**src/rtl/cgc_pkg.sv**
```systemverilog
package cgc_pkg;
  localparam int DATA_W = 32;
  localparam int ADDR_W = 4;

  typedef enum logic [ADDR_W-1:0] {
    RA_SYS_SET  = 4'h0,
    RA_SYS_CLR  = 4'h1,
    RA_SYS_STAT = 4'h2,
    RA_PER_SET  = 4'h3,
    RA_PER_CLR  = 4'h4,
    RA_PER_STAT = 4'h5,
    RA_MCK_CFG  = 4'h6,
    RA_STATUS   = 4'h7,
    RA_IER      = 4'h8,
    RA_FLAGS    = 4'h9,
    RA_IDLE     = 4'hA,
    RA_PDOWN    = 4'hB
  } reg_addr_e;

  typedef enum logic [1:0] {
    SRC_SLOW = 2'd0,
    SRC_MAIN = 2'd1,
    SRC_PLLA = 2'd2,
    SRC_PLLB = 2'd3
  } mck_src_e;

  localparam int ST_OSC  = 0;
  localparam int ST_MCK  = 1;
  localparam int ST_PLLA = 2;
  localparam int ST_PLLB = 3;
  localparam int ST_PROG = 4;
  localparam int SYS_CPU = 0;
  localparam int SYS_PROG = 4;
endpackage

```
**src/rtl/cgc_gate.sv**
```systemverilog
module cgc_gate #(
  parameter int          W       = 4,
  parameter logic [W-1:0] RST_VAL = '0
) (
  input  logic         clk_i,
  input  logic         rst_ni,
  input  logic [W-1:0] en_i,
  output logic [W-1:0] en_o,
  output logic [W-1:0] clk_o
);
  logic [W-1:0] en_q;

  // retime on the low phase so the AND gate never clips a high pulse
  always_ff @(negedge clk_i or negedge rst_ni) begin
    if (!rst_ni) en_q <= RST_VAL;
    else         en_q <= en_i;
  end

  assign en_o = en_q;

  for (genvar g = 0; g < W; g++) begin : g_gate
    assign clk_o[g] = clk_i & en_q[g];
  end
endmodule

```
**src/rtl/cgc_regs.sv**
```systemverilog
module cgc_regs
  import cgc_pkg::*;
#(
  parameter int N_SYS  = 6,
  parameter int N_PER  = 16,
  parameter int N_STAT = 6,
  parameter int DIV_W  = 2
) (
  input  logic              clk_i,
  input  logic              rst_ni,
  input  logic              sel_i,
  input  logic              we_i,
  input  logic [ADDR_W-1:0] addr_i,
  input  logic [DATA_W-1:0] wdata_i,
  output logic [DATA_W-1:0] rdata_o,
  input  logic [N_STAT-1:0] status_i,
  input  logic [N_STAT-1:0] flags_i,
  input  logic              wake_i,
  input  logic [1:0]        cur_src_i,
  input  logic [DIV_W-1:0]  cur_div_i,
  input  logic              pend_i,
  output logic [N_SYS-1:0]  sys_en_q,
  output logic [N_PER-1:0]  per_en_q,
  output logic [N_STAT-1:0] ier_q,
  output logic              idle_q,
  output logic              stat_rd_o,
  output logic              cfg_we_o,
  output logic [1:0]        cfg_src_o,
  output logic [DIV_W-1:0]  cfg_div_o,
  output logic              pdown_o
);
  logic wr, rd;
  assign wr = sel_i & we_i;
  assign rd = sel_i & ~we_i;

  always_ff @(posedge clk_i or negedge rst_ni) begin
    if (!rst_ni) begin
      sys_en_q <= N_SYS'(1);
      per_en_q <= '0;
      ier_q    <= '0;
      idle_q   <= 1'b0;
    end else begin
      if (wr && addr_i == RA_SYS_SET) sys_en_q <= sys_en_q | wdata_i[N_SYS-1:0];
      if (wr && addr_i == RA_SYS_CLR) sys_en_q <= sys_en_q & ~wdata_i[N_SYS-1:0];
      if (wr && addr_i == RA_PER_SET) per_en_q <= per_en_q | wdata_i[N_PER-1:0];
      if (wr && addr_i == RA_PER_CLR) per_en_q <= per_en_q & ~wdata_i[N_PER-1:0];
      if (wr && addr_i == RA_IER)     ier_q    <= wdata_i[N_STAT-1:0];
      if (wr && addr_i == RA_IDLE && wdata_i[0]) idle_q <= 1'b1;
      else if (wake_i)                           idle_q <= 1'b0;
    end
  end

  always_comb begin
    rdata_o = '0;
    case (addr_i)
      RA_SYS_STAT: rdata_o[N_SYS-1:0]  = sys_en_q;
      RA_PER_STAT: rdata_o[N_PER-1:0]  = per_en_q;
      RA_STATUS:   rdata_o[N_STAT-1:0] = status_i;
      RA_IER:      rdata_o[N_STAT-1:0] = ier_q;
      RA_FLAGS:    rdata_o[N_STAT-1:0] = flags_i;
      RA_MCK_CFG: begin
        rdata_o[1:0]       = cur_src_i;
        rdata_o[2+:DIV_W]  = cur_div_i;
        rdata_o[8]         = pend_i;
      end
      default:     rdata_o = '0;
    endcase
  end

  assign stat_rd_o = rd && addr_i == RA_STATUS;
  assign cfg_we_o  = wr && addr_i == RA_MCK_CFG;
  assign cfg_src_o = wdata_i[1:0];
  assign cfg_div_o = wdata_i[2+:DIV_W];
  assign pdown_o   = wr && addr_i == RA_PDOWN && wdata_i[0];

  logic unused_wdata;
  assign unused_wdata = ^wdata_i;
endmodule

```
**src/rtl/cgc_stat.sv**
```systemverilog
module cgc_stat #(
  parameter int N_STAT = 6
) (
  input  logic              clk_i,
  input  logic              rst_ni,
  input  logic [N_STAT-1:0] lvl_i,
  input  logic [N_STAT-1:0] ier_i,
  input  logic              rd_clr_i,
  output logic [N_STAT-1:0] flags_q,
  output logic              irq_o
);
  logic [N_STAT-1:0] prev_q, rise;

  assign rise = lvl_i & ~prev_q;

  // prev starts high: levels already set at reset raise no flag
  always_ff @(posedge clk_i or negedge rst_ni) begin
    if (!rst_ni) begin
      prev_q  <= '1;
      flags_q <= '0;
    end else begin
      prev_q  <= lvl_i;
      flags_q <= rd_clr_i ? rise : (flags_q | rise);
    end
  end

  assign irq_o = |(flags_q & ier_i);
endmodule

```
**src/rtl/cgc_mck.sv**
```systemverilog
module cgc_mck
  import cgc_pkg::*;
#(
  parameter int DIV_W = 2
) (
  input  logic             clk_i,
  input  logic             rst_ni,
  input  logic             cfg_we_i,
  input  logic [1:0]       cfg_src_i,
  input  logic [DIV_W-1:0] cfg_div_i,
  input  logic             pdown_i,
  input  logic [3:0]       src_rdy_i,
  output logic [1:0]       cur_src_o,
  output logic [DIV_W-1:0] cur_div_o,
  output logic             pend_q,
  output logic [1:0]       req_src_q,
  output logic             ce_o
);
  localparam int CNT_W = (1 << DIV_W) - 1;

  logic [DIV_W-1:0] req_div_q;
  logic [CNT_W-1:0] cnt_q, mask;

  always_ff @(posedge clk_i or negedge rst_ni) begin
    if (!rst_ni) begin
      cur_src_o <= SRC_SLOW;
      cur_div_o <= '0;
      req_src_q <= SRC_SLOW;
      req_div_q <= '0;
      pend_q    <= 1'b0;
    end else if (pdown_i) begin
      req_src_q <= SRC_SLOW;
      req_div_q <= '0;
      pend_q    <= 1'b1;
    end else if (cfg_we_i) begin
      req_src_q <= cfg_src_i;
      req_div_q <= cfg_div_i;
      pend_q    <= 1'b1;
    end else if (pend_q && src_rdy_i[req_src_q]) begin
      cur_src_o <= req_src_q;
      cur_div_o <= req_div_q;
      pend_q    <= 1'b0;
    end
  end

  always_ff @(posedge clk_i or negedge rst_ni) begin
    if (!rst_ni) cnt_q <= '0;
    else         cnt_q <= cnt_q + 1'b1;
  end

  always_comb begin
    for (int i = 0; i < CNT_W; i++) mask[i] = (i < int'(cur_div_o));
  end

  assign ce_o = (cnt_q & mask) == '0;
endmodule

```
**src/rtl/clk_gate_ctrl.sv**
```systemverilog
module clk_gate_ctrl
  import cgc_pkg::*;
#(
  parameter int N_PER  = 16,
  parameter int N_PROG = 2,
  parameter int DIV_W  = 2
) (
  input  logic                clk_i,
  input  logic                rst_ni,
  input  logic                sel_i,
  input  logic                we_i,
  input  logic [3:0]          addr_i,
  input  logic [31:0]         wdata_i,
  output logic [31:0]         rdata_o,
  input  logic                osc_rdy_i,
  input  logic                plla_lock_i,
  input  logic                pllb_lock_i,
  input  logic [N_PER-1:0]    per_irq_i,
  output logic [4+N_PROG-1:0] sys_clk_en_o,
  output logic [4+N_PROG-1:0] sys_clk_o,
  output logic [N_PER-1:0]    per_clk_en_o,
  output logic [N_PER-1:0]    per_clk_o,
  output logic [1:0]          mck_src_o,
  output logic [DIV_W-1:0]    mck_div_o,
  output logic                mck_ce_o,
  output logic                irq_o
);
  localparam int N_SYS  = 4 + N_PROG;
  localparam int N_STAT = 4 + N_PROG;

  logic [N_SYS-1:0]  sys_en_q, sys_req;
  logic [N_PER-1:0]  per_en_q;
  logic [N_STAT-1:0] ier_q, flags_q, status_lvl;
  logic              idle_q, stat_rd, cfg_we, pdown, pend_q, wake;
  logic [1:0]        cfg_src, req_src_q;
  logic [DIV_W-1:0]  cfg_div;
  logic [3:0]        src_rdy;

  assign src_rdy    = {pllb_lock_i, plla_lock_i, osc_rdy_i, 1'b1};
  assign status_lvl = {sys_clk_en_o[SYS_PROG+:N_PROG], pllb_lock_i, plla_lock_i,
                       ~pend_q, osc_rdy_i};
  assign sys_req    = {sys_en_q[N_SYS-1:1], sys_en_q[SYS_CPU] & ~idle_q};
  // gated peripherals cannot reach the wake logic
  assign wake       = (|(per_irq_i & per_clk_en_o)) | irq_o;

  cgc_regs #(.N_SYS(N_SYS), .N_PER(N_PER), .N_STAT(N_STAT), .DIV_W(DIV_W)) u_regs (
    .clk_i, .rst_ni, .sel_i, .we_i, .addr_i, .wdata_i, .rdata_o,
    .status_i(status_lvl), .flags_i(flags_q), .wake_i(wake),
    .cur_src_i(mck_src_o), .cur_div_i(mck_div_o), .pend_i(pend_q),
    .sys_en_q, .per_en_q, .ier_q, .idle_q,
    .stat_rd_o(stat_rd), .cfg_we_o(cfg_we), .cfg_src_o(cfg_src),
    .cfg_div_o(cfg_div), .pdown_o(pdown)
  );

  cgc_stat #(.N_STAT(N_STAT)) u_stat (
    .clk_i, .rst_ni, .lvl_i(status_lvl), .ier_i(ier_q),
    .rd_clr_i(stat_rd), .flags_q, .irq_o
  );

  cgc_mck #(.DIV_W(DIV_W)) u_mck (
    .clk_i, .rst_ni, .cfg_we_i(cfg_we), .cfg_src_i(cfg_src), .cfg_div_i(cfg_div),
    .pdown_i(pdown), .src_rdy_i(src_rdy), .cur_src_o(mck_src_o),
    .cur_div_o(mck_div_o), .pend_q, .req_src_q, .ce_o(mck_ce_o)
  );

  cgc_gate #(.W(N_SYS), .RST_VAL(N_SYS'(1))) u_sys_gate (
    .clk_i, .rst_ni, .en_i(sys_req), .en_o(sys_clk_en_o), .clk_o(sys_clk_o)
  );

  cgc_gate #(.W(N_PER), .RST_VAL('0)) u_per_gate (
    .clk_i, .rst_ni, .en_i(per_en_q), .en_o(per_clk_en_o), .clk_o(per_clk_o)
  );
endmodule

```
**config.mk**
```make
export PLATFORM = sky130hd
export DESIGN_NAME = clk_gate_ctrl
export DESIGN_NICKNAME = d
export VERILOG_FILES = /design/src/rtl/cgc_pkg.sv /design/src/rtl/cgc_gate.sv /design/src/rtl/cgc_regs.sv /design/src/rtl/cgc_stat.sv /design/src/rtl/cgc_mck.sv /design/src/rtl/clk_gate_ctrl.sv
export SDC_FILE = /design/constraint.sdc
export NUM_CORES = 1
export LEC_CHECK = 0
export BUFFER_PORTS_ARGS = -buffer_cell sky130_fd_sc_hd__buf_2
export CAP_MARGIN = 20
export CELL_PAD_IN_SITES_DETAIL_PLACEMENT = 1
export CELL_PAD_IN_SITES_GLOBAL_PLACEMENT = 2
export CORE_ASPECT_RATIO = 1.75
export CORE_MARGIN = 4
export CORE_UTILIZATION = 25
export CTS_CLUSTER_DIAMETER = 60
export DETAILED_ROUTE_END_ITERATION = 8
export PLACE_DENSITY = 0.78
export REMOVE_ABC_BUFFERS = 1
export SYNTH_ARGS = -nofsm -noshare
export SYNTH_HDL_FRONTEND = slang
export SYNTH_SLANG_ARGS = --single-unit
```
**constraint.sdc**
```tcl
create_clock -name clk_i -period 2.94 [get_ports clk_i]
set_clock_uncertainty 0.05 [all_clocks]
set_input_delay 0.588 -clock clk_i [delete_from_list [all_inputs] [get_ports clk_i]]
set_output_delay 0.588 -clock clk_i [all_outputs]
set_load 0.005 [all_outputs]
```
# ---- Word level (Yosys, flattened, before mapping)
# Cells that the tools add are included.
dict set report word_totals {
  regBits 75
  word_cells 116
  out_inout_bits 82
  inputBits 59
}
dict set report classes {
  n_addsub 1
  eq_ne 11
  bitwise_logic 43
  n_mux 21
  magnitude_cmp 4
  n_reduce_logical 22
}
# operator n
set ops {}
lappend ops {{$and 16x16->16} 2}
lappend ops {{$mux 16} 2}
lappend ops {{$and 1x1->1} 25}
lappend ops {{$pmux 4 s6} 1}
lappend ops {{$and 6x6->6} 3}
lappend ops {{$mux 6} 3}
lappend ops {{$eq 4x3->1 const B} 4}
lappend ops {{$eq 4x4->1 const B} 4}
lappend ops {{$not 16->16} 1}
lappend ops {{$or 16x16->16} 1}
lappend ops {{$reduce_or 16->1} 1}
lappend ops {{$logic_and 1x1->1} 12}
lappend ops {{$not 6->6} 2}
lappend ops {{$or 6x6->6} 2}
lappend ops {{$mux 2} 5}
lappend ops {{$pmux 2 s5} 1}
lappend ops {{$eq 4x2->1 const B} 2}
lappend ops {{$reduce_bool 2->1} 4}
lappend ops {{$mux 7} 1}
lappend ops {{$mux 1} 6}
lappend ops {{$reduce_or 6->1} 1}
lappend ops {{$not 1->1} 5}
lappend ops {{$eq 4x1->1 const B} 1}
lappend ops {{$logic_not 4->1} 1}
lappend ops {{other kinds (11)} 12}

# ---- Depth between registers and ports, before layout
dict set report logic_depth {
  depth_word 6
  ltp_mapped 5
  depth_no_buf 4
}

# ---- Hierarchy
# Synthesis repeated with hierarchy kept, for this count alone.
dict set report hier_totals {
  hier_cells 320
  area_unflattened_um2 3585.9
}
# mod seq_area_each_um2 instances cells_per_inst area_each_um2
set modules_own_cells {}
lappend modules_own_cells {cgc_regs 726.9 1 184 1823.0}
lappend modules_own_cells {cgc_mck 300.3 1 43 528.0}
lappend modules_own_cells {{cgc_gate (u_per_gate)} 400.4 1 33 526.8}
lappend modules_own_cells {cgc_stat 307.8 1 34 417.9}
lappend modules_own_cells {{cgc_gate (u_sys_gate)} 151.4 1 13 192.7}
lappend modules_own_cells {clk_gate_ctrl 0.0 1 13 97.6}

==> impl_metrics.toml <==
[global_routing]
grt_max_degree = 29
grtUsageTotal_pct = 15.5
gr-total-overflow = 0
grt_pass1_vias = 3484
antenna_found_initial = 1
grt_pass1_wl_um = 17600

[routing]
totalWireLength_um = 11600
drc = 0
vias = 3007
wire_per_inst_um = 18.1
via_per_inst = 4.68
wl_met3_um = 538
dr.pass1.iters = 4
dr_wl_met2_um = 6370
ant_nets = 0
drt_iter0_markers = 131
top_layer = "met4"
drt-met1-wl_um = 4080

[placement]
placed_cells = 598
port-buffer-count = 108
dp_hpwl_um = 8770
place_congestion = 0.772
place_ws_ps = -107

[synth]
avgSynthCellArea_um2 = 10.9
syn_area_um2 = 3390
synth_common_cells = "dfrtp_1, a21oi_1, dfrtn_1"
synth_edf_count = 0
synth_cells = 311
synth_area_leaders = "dfrtp_1, dfrtn_1, dfstp_2"
synth_cell_types = 42
synth_flop_cell = "dfrtp_1"
synth_top_area_share_pct = 34.0
yosys_warnings = 0
yosysMostFrequentCell = "dfrtp_1"
ys_ff_latch = 75
yosys.area.top_type = "dfrtp_1"
async_reset_ff_share_pct = 100
synth_seq_area_share_pct = 55.7

[setup_path]
start_kind = "flop"
path_cells = "a32oi_2 -> a21o_1 -> o21ai_2 -> buf_2"
path_class = "flop to output port"
worstPathRequired_ps = 2300
critPathArrivalTime_ps = 2890
slowest_stage = "dfrtn_1"
cpPeakStageDelay_ps = 430
crit_path_end_kind = "output port"
cp_max_fo = 2
cp_top_family = "flip-flops"
path_buf_inv = 1

[finish]
final_cells = 642
utilization_pct = 37.5
nNetsFinal = 520
register_area_um2 = 1890
nFillCells = 1536
area_growth_pct = 47.3
final_layout_size_suffix_gt1_share_pct = 42.4
multiInputGateArea_um2 = 1350

[outcome]
violations = "negative setup slack"
status = "finished, violations left"

[power_and_ir_drop]
power_density_nw_per_um2 = 852
leakage_nw = 2.55
vdd_drop_max_mv = 0.270
finalPower_mw = 4.25

[floorplanning]
num_rows = 56
start_util_pct = 25.4
io_pins = 141
core_region_area_um2 = 13300
die_area_um2 = 15500
die_y_um = 162
fp.dieW_um = 96.0

[timing]
maxSlewViolCount = 0
setup_viol = 69
worst_pin_slew_ps = 605
slew_headroom_pct = 59.5
timing.final.ws_setup_ps = -584
rsz0062_at_grt = "true"
tns_ps = -12770
finalHoldViolations = 0

[run]
cap_violations = 0

[clocking]
clk_pin_slew_ps = 60
tritoncts = "yes"
clock_latency_ps = 470

[min_path]
holdCritPathClass = "input port to flop"
worst reg2reg max path: stages, from the launching register on:
cell,delay (ps)
dfrtn_1,340
buf_4,130
a222oi_1,300
inv_1,80
or4_4,520
o21ai_2,70
routing by layer:
metal  vias to the layer above  track usage, %
met3                        39            4.26
met2                       102            26.4
met5                         -               0
met4                         0            13.3
met1                      1497            14.7
li1                       1369               -
where the power goes:
group | total, mW | switching [mW] | internal (mW)
combinational | 0.526 | 0.250 | 0.276
sequential | 1.37 | 0.146 | 1.22
clock | 2.36 | 0.750 | 1.61
final cells by class:
cell class	count	share of cell area [%]
Sequential cell	75	37.8
Multi-Input combinational cell	205	27.0
Timing Repair Buffer	120	15.1
Clock buffer	44	12.5
Tap cell	174	4.36
Clock inverter	8	1.98
Inverter	15	1.13
Antenna cell	1	0.0502
per-stage QoR:
| stage | cell area [um2] | hold slack [ps] |
|---|---|---|
| after floorplan | 3260 | 242 |
| after global placement | 4190 | 399 |
| after detailed placement | 4190 | 412 |
| after CTS | 4850 | 210 |
| after global routing | 4990 | 212 |
| final | 4990 | 221 |
final timing paths:
check,from,endpoint,slack [ps],cells after the start
setup / recovery,u_sys_gate.en_o[4],rdata_o[4],-580,4
hold / removal,osc_rdy_i,u_stat.prev_q[0],220,1
setup reg to reg,u_per_gate.en_o[4],u_regs.idle_q,-110,5
hold reg to reg,u_mck.cnt_q[2],u_mck.cnt_q[2],420,1
min in group asynchronous,rst_ni,u_stat.flags_q[5],490,2
max in group asynchronous,rst_ni,u_per_gate.en_o[11],560,3
cells by family after synthesis:
| group | after synthesis | share of synthesized area, % |
|---|---|---|
| XOR/XNOR | 1 | 0.259 |
| flip-flops | 75 | 55.7 |
| AO/OA/AOI/OAI | 77 | 14.3 |
| buffers and inverters | 46 | 7.13 |
| adder cells (fa/ha/maj) | 1 | 0.369 |
| AND/OR/NAND/NOR | 85 | 14.3 |
| other | 1 | 0.111 |
| multiplexers | 25 | 7.87 |
what timing repair did:
item                                   in CTS  in global routing
endpoints found under the hold margin       6                  0
buffers inserted                            5                  8
pin swaps                                  10                 11
cloned                                      0                  0
gates resized for setup                    10                 18
hold buffers                                1                  0
setup endpoints to repair                  69                 69
placed cells by master (no fill, tap or decap), drive strengths merged, types with 2 or more instances in the layout:
cell type | synthesis | routed
dfrtp | 46 | 46
a21o | 2 | 2
conb | 1 | 16
nor3 | 2 | 2
nand2 | 20 | 20
and2 | 20 | 20
mux2i | 12 | 12
a22o | 2 | 2
clkbuf | 11 | 22
nor2b | 7 | 7
a221o | 2 | 2
nor2 | 12 | 12
nor4 | 3 | 3
dfstp | 8 | 8
or4b | 2 | 2
o21ai | 10 | 10
a21oi | 35 | 35
clkinv | 0 | 2
mux2 | 13 | 13
bufinv | 0 | 3
dfrtn | 21 | 21
a32oi | 7 | 7
nor3b | 2 | 2
nand3 | 2 | 2
a22oi | 13 | 13
inv | 16 | 18
buf | 19 | 141
o22ai | 2 | 2
and3 | 9 | 9
nand4 | 2 | 2
Note: power is estimated with default switching activity, not from simulation.
